==> src/rtl/shload_pkg.sv <==
package shload_pkg;

  localparam logic [5:0] OP_DISP     = 6'd42;
  localparam logic [5:0] OP_DISP_UPD = 6'd43;
  localparam logic [5:0] OP_EXT      = 6'd31;
  localparam logic [9:0] XO_IDX      = 10'd343;
  localparam logic [9:0] XO_IDX_UPD  = 10'd375;

  typedef enum logic [2:0] {
    K_ILLEGAL,
    K_DISP,
    K_DISP_UPD,
    K_IDX,
    K_IDX_UPD
  } kind_e;

  // control-to-datapath strobes
  typedef struct packed {
    logic latchFields;
    logic latchEa;
    logic latchHi;
    logic latchLo;
    logic wrDst;
    logic wrBase;
    logic selLo;
    logic useIndex;
    logic update;
  } strobe_t;

  // ext holds instruction bits 10:0 (extended opcode in 10:1, record bit in 0)
  function automatic kind_e decodeKind(input logic [5:0] major, input logic [10:0] ext);
    kind_e k;
    k = K_ILLEGAL;
    case (major)
      OP_DISP:     k = K_DISP;
      OP_DISP_UPD: k = K_DISP_UPD;
      OP_EXT: begin
        if (!ext[0] && ext[10:1] == XO_IDX)     k = K_IDX;
        if (!ext[0] && ext[10:1] == XO_IDX_UPD) k = K_IDX_UPD;
      end
      default: k = K_ILLEGAL;
    endcase
    return k;
  endfunction

endpackage

==> src/rtl/shload_ctrl.sv <==
module shload_ctrl
  import shload_pkg::*;
(
  input  logic        clk,
  input  logic        rstN,
  input  logic        instrValid,
  input  logic [5:0]  major,
  input  logic [10:0] ext,
  input  logic        memReqReady,
  input  logic        memRespValid,
  output strobe_t     stb,
  output logic        memReqValid,
  output logic        busy,
  output logic        done,
  output logic        illegal
);

  typedef enum logic [3:0] {
    S_IDLE, S_ADDR, S_REQ_HI, S_WAIT_HI, S_REQ_LO, S_WAIT_LO,
    S_WR_DST, S_WR_BASE, S_FIN, S_ILL
  } state_e;

  state_e stateQ, stateD;
  kind_e  kindQ, kindD;

  always_ff @(posedge clk) begin
    if (!rstN) begin
      stateQ <= S_IDLE;
      kindQ  <= K_ILLEGAL;
    end else begin
      stateQ <= stateD;
      kindQ  <= kindD;
    end
  end

  always_comb begin
    stateD      = stateQ;
    kindD       = kindQ;
    stb         = '0;
    stb.update  = (kindQ == K_DISP_UPD) || (kindQ == K_IDX_UPD);
    stb.useIndex = (kindQ == K_IDX) || (kindQ == K_IDX_UPD);
    memReqValid = 1'b0;
    done        = 1'b0;
    illegal     = 1'b0;
    busy        = (stateQ != S_IDLE);
    case (stateQ)
      S_IDLE: begin
        if (instrValid) begin
          kindD = decodeKind(major, ext);
          stb.latchFields = 1'b1;
          stateD = (kindD == K_ILLEGAL) ? S_ILL : S_ADDR;
        end
      end
      S_ADDR: begin
        stb.latchEa = 1'b1;
        stateD = S_REQ_HI;
      end
      S_REQ_HI: begin
        memReqValid = 1'b1;
        if (memReqReady) stateD = S_WAIT_HI;
      end
      S_WAIT_HI: begin
        if (memRespValid) begin
          stb.latchHi = 1'b1;
          stateD = S_REQ_LO;
        end
      end
      S_REQ_LO: begin
        memReqValid = 1'b1;
        stb.selLo = 1'b1;
        if (memReqReady) stateD = S_WAIT_LO;
      end
      S_WAIT_LO: begin
        if (memRespValid) begin
          stb.latchLo = 1'b1;
          stateD = S_WR_DST;
        end
      end
      S_WR_DST: begin
        stb.wrDst = 1'b1;
        stateD = stb.update ? S_WR_BASE : S_FIN;
      end
      S_WR_BASE: begin
        stb.wrBase = 1'b1;
        stateD = S_FIN;
      end
      S_FIN: begin
        done = 1'b1;
        stateD = S_IDLE;
      end
      S_ILL: begin
        illegal = 1'b1;
        stateD = S_IDLE;
      end
      default: stateD = S_IDLE;
    endcase
  end

endmodule

==> src/rtl/shload_dp.sv <==
module shload_dp
  import shload_pkg::*;
#(
  parameter int XLEN = 64,
  parameter int AW   = 32,
  parameter int NREG = 32,
  localparam int RIDX = $clog2(NREG),
  localparam int HALF = 16
) (
  input  logic            clk,
  input  logic            rstN,
  input  strobe_t         stb,
  input  logic [25:0]     fieldsIn,
  input  logic [7:0]      memRespData,
  input  logic            rfWrEn,
  input  logic [RIDX-1:0] rfWrAddr,
  input  logic [XLEN-1:0] rfWrData,
  input  logic [RIDX-1:0] rfRdAddr,
  output logic [XLEN-1:0] rfRdData,
  output logic [AW-1:0]   memAddr
);

  logic [XLEN-1:0] rf [NREG];
  logic [25:0]     fieldsQ;
  logic [AW-1:0]   eaQ;
  logic [7:0]      hiQ, loQ;

  logic [RIDX-1:0] rtF, raF, rbF;
  logic [HALF-1:0] dispF;
  logic [XLEN-1:0] baseVal, offVal, sum, loadVal, baseWb;

  assign rtF   = fieldsQ[21 +: RIDX];
  assign raF   = fieldsQ[16 +: RIDX];
  assign rbF   = fieldsQ[11 +: RIDX];
  assign dispF = fieldsQ[HALF-1:0];

  // non-update forms treat base field zero as constant zero
  assign baseVal = (!stb.update && raF == '0) ? '0 : rf[raF];
  assign offVal  = stb.useIndex ? rf[rbF] : {{(XLEN-HALF){dispF[HALF-1]}}, dispF};
  assign sum     = baseVal + offVal;
  assign loadVal = {{(XLEN-HALF){hiQ[7]}}, hiQ, loQ};
  assign baseWb  = {{(XLEN-AW){1'b0}}, eaQ};

  assign memAddr  = stb.selLo ? eaQ + AW'(1) : eaQ;
  assign rfRdData = rf[rfRdAddr];

  always_ff @(posedge clk) begin
    if (!rstN) begin
      fieldsQ <= '0;
      eaQ     <= '0;
      hiQ     <= '0;
      loQ     <= '0;
    end else begin
      if (stb.latchFields) fieldsQ <= fieldsIn;
      if (stb.latchEa)     eaQ     <= sum[AW-1:0];
      if (stb.latchHi)     hiQ     <= memRespData;
      if (stb.latchLo)     loQ     <= memRespData;
    end
  end

  // destination first, base second: a shared register keeps the address
  always_ff @(posedge clk) begin
    if (!rstN) begin
      for (int i = 0; i < NREG; i++) rf[i] <= '0;
    end else if (stb.wrDst) begin
      rf[rtF] <= loadVal;
    end else if (stb.wrBase) begin
      rf[raF] <= baseWb;
    end else if (rfWrEn) begin
      rf[rfWrAddr] <= rfWrData;
    end
  end

endmodule

==> src/rtl/shload_unit.sv <==
module shload_unit
  import shload_pkg::*;
#(
  parameter int XLEN = 64,
  parameter int AW   = 32,
  parameter int NREG = 32,
  localparam int RIDX = $clog2(NREG)
) (
  input  logic            clk,
  input  logic            rstN,
  input  logic            instrValid,
  input  logic [31:0]     instrWord,
  output logic            busy,
  output logic            done,
  output logic            illegal,
  output logic            memReqValid,
  input  logic            memReqReady,
  output logic [AW-1:0]   memAddr,
  input  logic            memRespValid,
  input  logic [7:0]      memRespData,
  input  logic            rfWrEn,
  input  logic [RIDX-1:0] rfWrAddr,
  input  logic [XLEN-1:0] rfWrData,
  input  logic [RIDX-1:0] rfRdAddr,
  output logic [XLEN-1:0] rfRdData
);

  strobe_t stb;

  shload_ctrl u_ctrl (
    .clk          (clk),
    .rstN         (rstN),
    .instrValid   (instrValid),
    .major        (instrWord[31:26]),
    .ext          (instrWord[10:0]),
    .memReqReady  (memReqReady),
    .memRespValid (memRespValid),
    .stb          (stb),
    .memReqValid  (memReqValid),
    .busy         (busy),
    .done         (done),
    .illegal      (illegal)
  );

  shload_dp #(.XLEN(XLEN), .AW(AW), .NREG(NREG)) u_dp (
    .clk         (clk),
    .rstN        (rstN),
    .stb         (stb),
    .fieldsIn    (instrWord[25:0]),
    .memRespData (memRespData),
    .rfWrEn      (rfWrEn),
    .rfWrAddr    (rfWrAddr),
    .rfWrData    (rfWrData),
    .rfRdAddr    (rfRdAddr),
    .rfRdData    (rfRdData),
    .memAddr     (memAddr)
  );

endmodule

==> config.mk <==
export PLATFORM = sky130hd
export DESIGN_NAME = shload_unit
export DESIGN_NICKNAME = d
export VERILOG_FILES = /design/src/rtl/shload_pkg.sv /design/src/rtl/shload_ctrl.sv /design/src/rtl/shload_dp.sv /design/src/rtl/shload_unit.sv
export SDC_FILE = /design/constraint.sdc
export NUM_CORES = 2
export LEC_CHECK = 0
export BUFFER_PORTS_ARGS = -buffer_cell sky130_fd_sc_hd__buf_4
export CAP_MARGIN = 20
export CORE_ASPECT_RATIO = 0.5
export CORE_UTILIZATION = 36
export CTS_CLUSTER_SIZE = 24
export DETAILED_ROUTE_END_ITERATION = 8
export PLACE_DENSITY = 0.54
export SLEW_MARGIN = 10
export SYNTH_ARGS = -nofsm -noshare
export SYNTH_HDL_FRONTEND = slang
export SYNTH_SLANG_ARGS = --single-unit
==> constraint.sdc <==
create_clock -name clk -period 5.9 [get_ports clk]
set_input_delay 0.59 -clock clk [delete_from_list [all_inputs] [get_ports clk]]
set_output_delay 0.59 -clock clk [all_outputs]
set_load 0.05 [all_outputs]
==> metrics.yaml <==
final_layout:
  fill_cells: 27000
  final_util_pct: 41.3
  final_layout_size_suffix_gt1_share_pct: 31.9
  areaGrowthSynthToFinish_pct: 13.8
  mostFrequentLayoutCells: "2134 x nor2_1, 2048 x edfxtp_1, 1278 x mux4_2, 465 x buf_4, 216 x clkbuf_16"
  nets: 7393
  final_common_cell: "nor2_1"
cts:
  cts_tree: "done"
  cts_root_buf: "clkbuf_16"
  cts_setup_buffers: 0
  clkSinkCount: 2139
  clk_latency_ns: 0.94
  cts-htree-levels: 4
  cts.path.max_buffers: 4
  cts_made_buffers: 213
  cts.clk_slew.worst_paths_ns: 0.07
setup_path:
  required_ns: 6.63
  reg2reg_to: "u_dp.eaQ[28]"
  crit_slowest_cell: "dfxtp_4"
  end_kind: "flip-flop"
  critical-path-max-stage-delay_ns: 0.71
  reg2reg_depth: 13
  cp_cell_sequence: "buf_16, mux4_2, mux4_2, mux2i_1, o21ai_0, ha_1, a2111oi_0, a211o_1, a31oi_1, a41oi_1, o21ai_0, a311o_1, o211ai_1"
  path_buf_inv: 1
  startpoint_type: "flip-flop"
  cp_max_fo: 68
  path_class: "reg2reg"
  cpLargestDelayFamily: "compound AO/OA/AOI/OAI gates"
  cp.arrival_ns: 6.35
  r2r_setup_slack_ns: 0.28
yosys:
  postSynthCellCount: 7232
  yosysWarnings: 0
  synth-edff-count: 2048
  synth_seq_area_share_pct: 57.9
  ys_ff_latch: 2139
  synthFlopType: "edfxtp_1"
  avgSynthCellArea_um2: 15.1
  syn_area_mm2: 0.109
  syn_nets: 7385
  async_flop_share_pct: 0
  ys_types: 61
drt:
  routed-wl-met3_mm: 49.4
  vias_per_cell: 6.32
  drc_errors: 0
  vias: 72300
  firstDrtPassIters: 5
  wl_met1_mm: 169
  drt_iter0_drc: 10700
  ant_nets: 0
  routed_wl_mm: 424
  highest_layer: "met5"
  wl_met2_mm: 191
  wl_per_cell_um: 37.1
min_path:
  min_to: "u_dp.fieldsQ[10]"
  min_from: "instrWord[10]"
  hold_depth: 3
  hp-class: "in2reg"
pwr:
  p_seq_share_pct: 43.7
  swShare_pct: 30.5
  clkPwrFrac_pct: 33.1
  power.density_mw_per_mm2: 333
  power_mw: 41.3
  pwr-share-comb_pct: 23.2
  netSwitchingPower_mw: 12.6
  leakage_nw: 40.2
  internal_power_mw: 28.7
  max-vdd-ir-drop_mv: 0.247
global_routing:
  grt_usage_pct: 27.2
  grt_start_max_net_pins: 83
  grt_pass1_wl_mm: 583
  antenna_found_initial: 16
  grt_overflow_total: 0
  grt_pass1_vias: 70400
run_status:
  outcome: "finished, final reports clean"
placement:
  pre_cts_slack_ns: 0.378
  hpwl_mm: 246
  gp_congestion: 0.879
  port_buffers: 219
timing:
  slew_headroom_pct: 19.2
  worst_pin_slew_ns: 1.21
  fin_crit_sh_pct: 95.2
  fmax_ghz: 0.178
  rsz0062_at_grt: "no"
  fin_tns_setup_ns: 0
  report.final.slew_viol_count: 0
  period_needed_ns: 5.62
  setup_violations: 0
  worst_slack_ns: 0.281
  hold_violations: 0
  skew_ns: 0.118
die:
  row_count: 142
  dieHeight_um: 392
  ios: 220
  coreArea_mm2: 0.301
  die_area_mm2: 0.306
  fp.dieW_um: 781
  initial_core_util_pct: 36.3
run:
  drv_cap: 0
## flip-flops by register name, indices dropped and copies added (netlist names), named ones only
| name | cells |
|---|---|
| u_ctrl.kindQ | 3 |
| u_dp.loQ | 8 |
| u_dp.fieldsQ | 26 |
| u_dp.hiQ | 8 |
| u_dp.rf | 2048 |
| u_dp.eaQ | 32 |
| u_ctrl.stateQ | 4 |
## power groups by stage
stage	sequential (mW)	clock, mW	combinational (mW)
after global placement	18.3	0	9.44
after detailed placement	18.3	0	9.44
after CTS	18.0	13.8	9.48
final	18.0	13.7	9.59
after global routing	18.1	14.3	9.92
after floorplan	17.9	0	6.12
## metal layers
| layer | vias to the layer above | global-route usage (%) |
|---|---|---|
| met3 | 830 | 6.99 |
| met2 | 4906 | 41.7 |
| met4 | 8 | 8.92 |
| met5 | - | 0 |
| met1 | 38700 | 38.2 |
| li1 | 27800 | - |
## what timing repair did
item                                   CTS  global route
setup endpoints to repair                0             2
resized for setup                        0             2
endpoints found under the hold margin   16             0
hold buffers                            10             0
## cells by family (layout without fill, tap and decap cells)
logic type	count (synthesis)	after routing	share of synthesized area [%]
mux	1433	1433	27.8
xor+xnor	55	55	0.441
other cells	0	3	0
compound gates	281	281	1.51
buf+inv	790	969	3.00
flops	2139	2139	57.9
fa+ha+maj	33	33	0.385
simple gates	2501	2501	8.89
## worst max-delay path by stage
stage | start | end | cells past startpoint
2_1_floorplan | flip-flop | u_dp.eaQ[28] | 19
3_3_place_gp | flip-flop | u_dp.eaQ[31] | 14
3_5_place_dp | flip-flop | u_dp.eaQ[31] | 14
4_1_cts | flip-flop | u_dp.eaQ[28] | 13
5_1_grt | flip-flop | u_dp.eaQ[28] | 13
6_report | flip-flop | u_dp.eaQ[28] | 13
## metrics by stage
stage,cells,hold slack (ns),instance area (µm²)
after floorplan,7232,0.436,109000
after global placement,11000,0.448,117000
after detailed placement,11000,0.451,117000
after CTS,11400,0.00186,124000
after global routing,11400,0.0249,124000
final,11400,0.0343,124000
## Yosys cell counts (4+ instances only)
master,number,share of area (%)
nor2_1,2137,7.3
edfxtp_1,2048,56
mux4_2,1278,26
clkbuf_1,410,1.4
nand2_1,249,0.86
buf_2,243,1.1
a21oi_1,161,0.74
buf_1,122,0.42
dfxtp_1,91,1.7
mux2i_1,91,0.83
mux2_2,64,0.66
xnor2_1,41,0.33
o21ai_0,38,0.17
ha_1,32,0.37
nand3_1,25,0.11
a21o_1,18,0.12
a221oi_1,17,0.14
and3_1,14,0.080
xor2_1,14,0.11
inv_1,12,0.041
nand4_1,10,0.057
nor4_1,9,0.052
or3_1,9,0.052
nor3_1,8,0.037
nand2b_1,7,0.040
nor2b_1,6,0.034
o211ai_1,6,0.041
a211oi_1,5,0.034
o21a_1,5,0.034
a211o_1,4,0.032
a31oi_1,4,0.023
nand4b_1,4,0.032
nor2_2,4,0.023
o21bai_1,4,0.027
## worst min-delay path: cells and delay by family
family          cells  cell delay, ns
buf+inv             1            0.11
simple gates        1            0.05
compound gates      1            0.05
## area by class of cell
class	instances	area [µm²]	area share, %
multi-input combinational	4303	43700	35.2
clock inverter	117	1010	0.810
sequential	2139	63400	51.0
tap	4032	5040	4.06
clock buffer	269	5660	4.56
timing repair buffer	571	5480	4.40
inverter	12	45.0	0.0362
antenna	3	7.51	0.00604
Power figures use the tool's default switching activity.
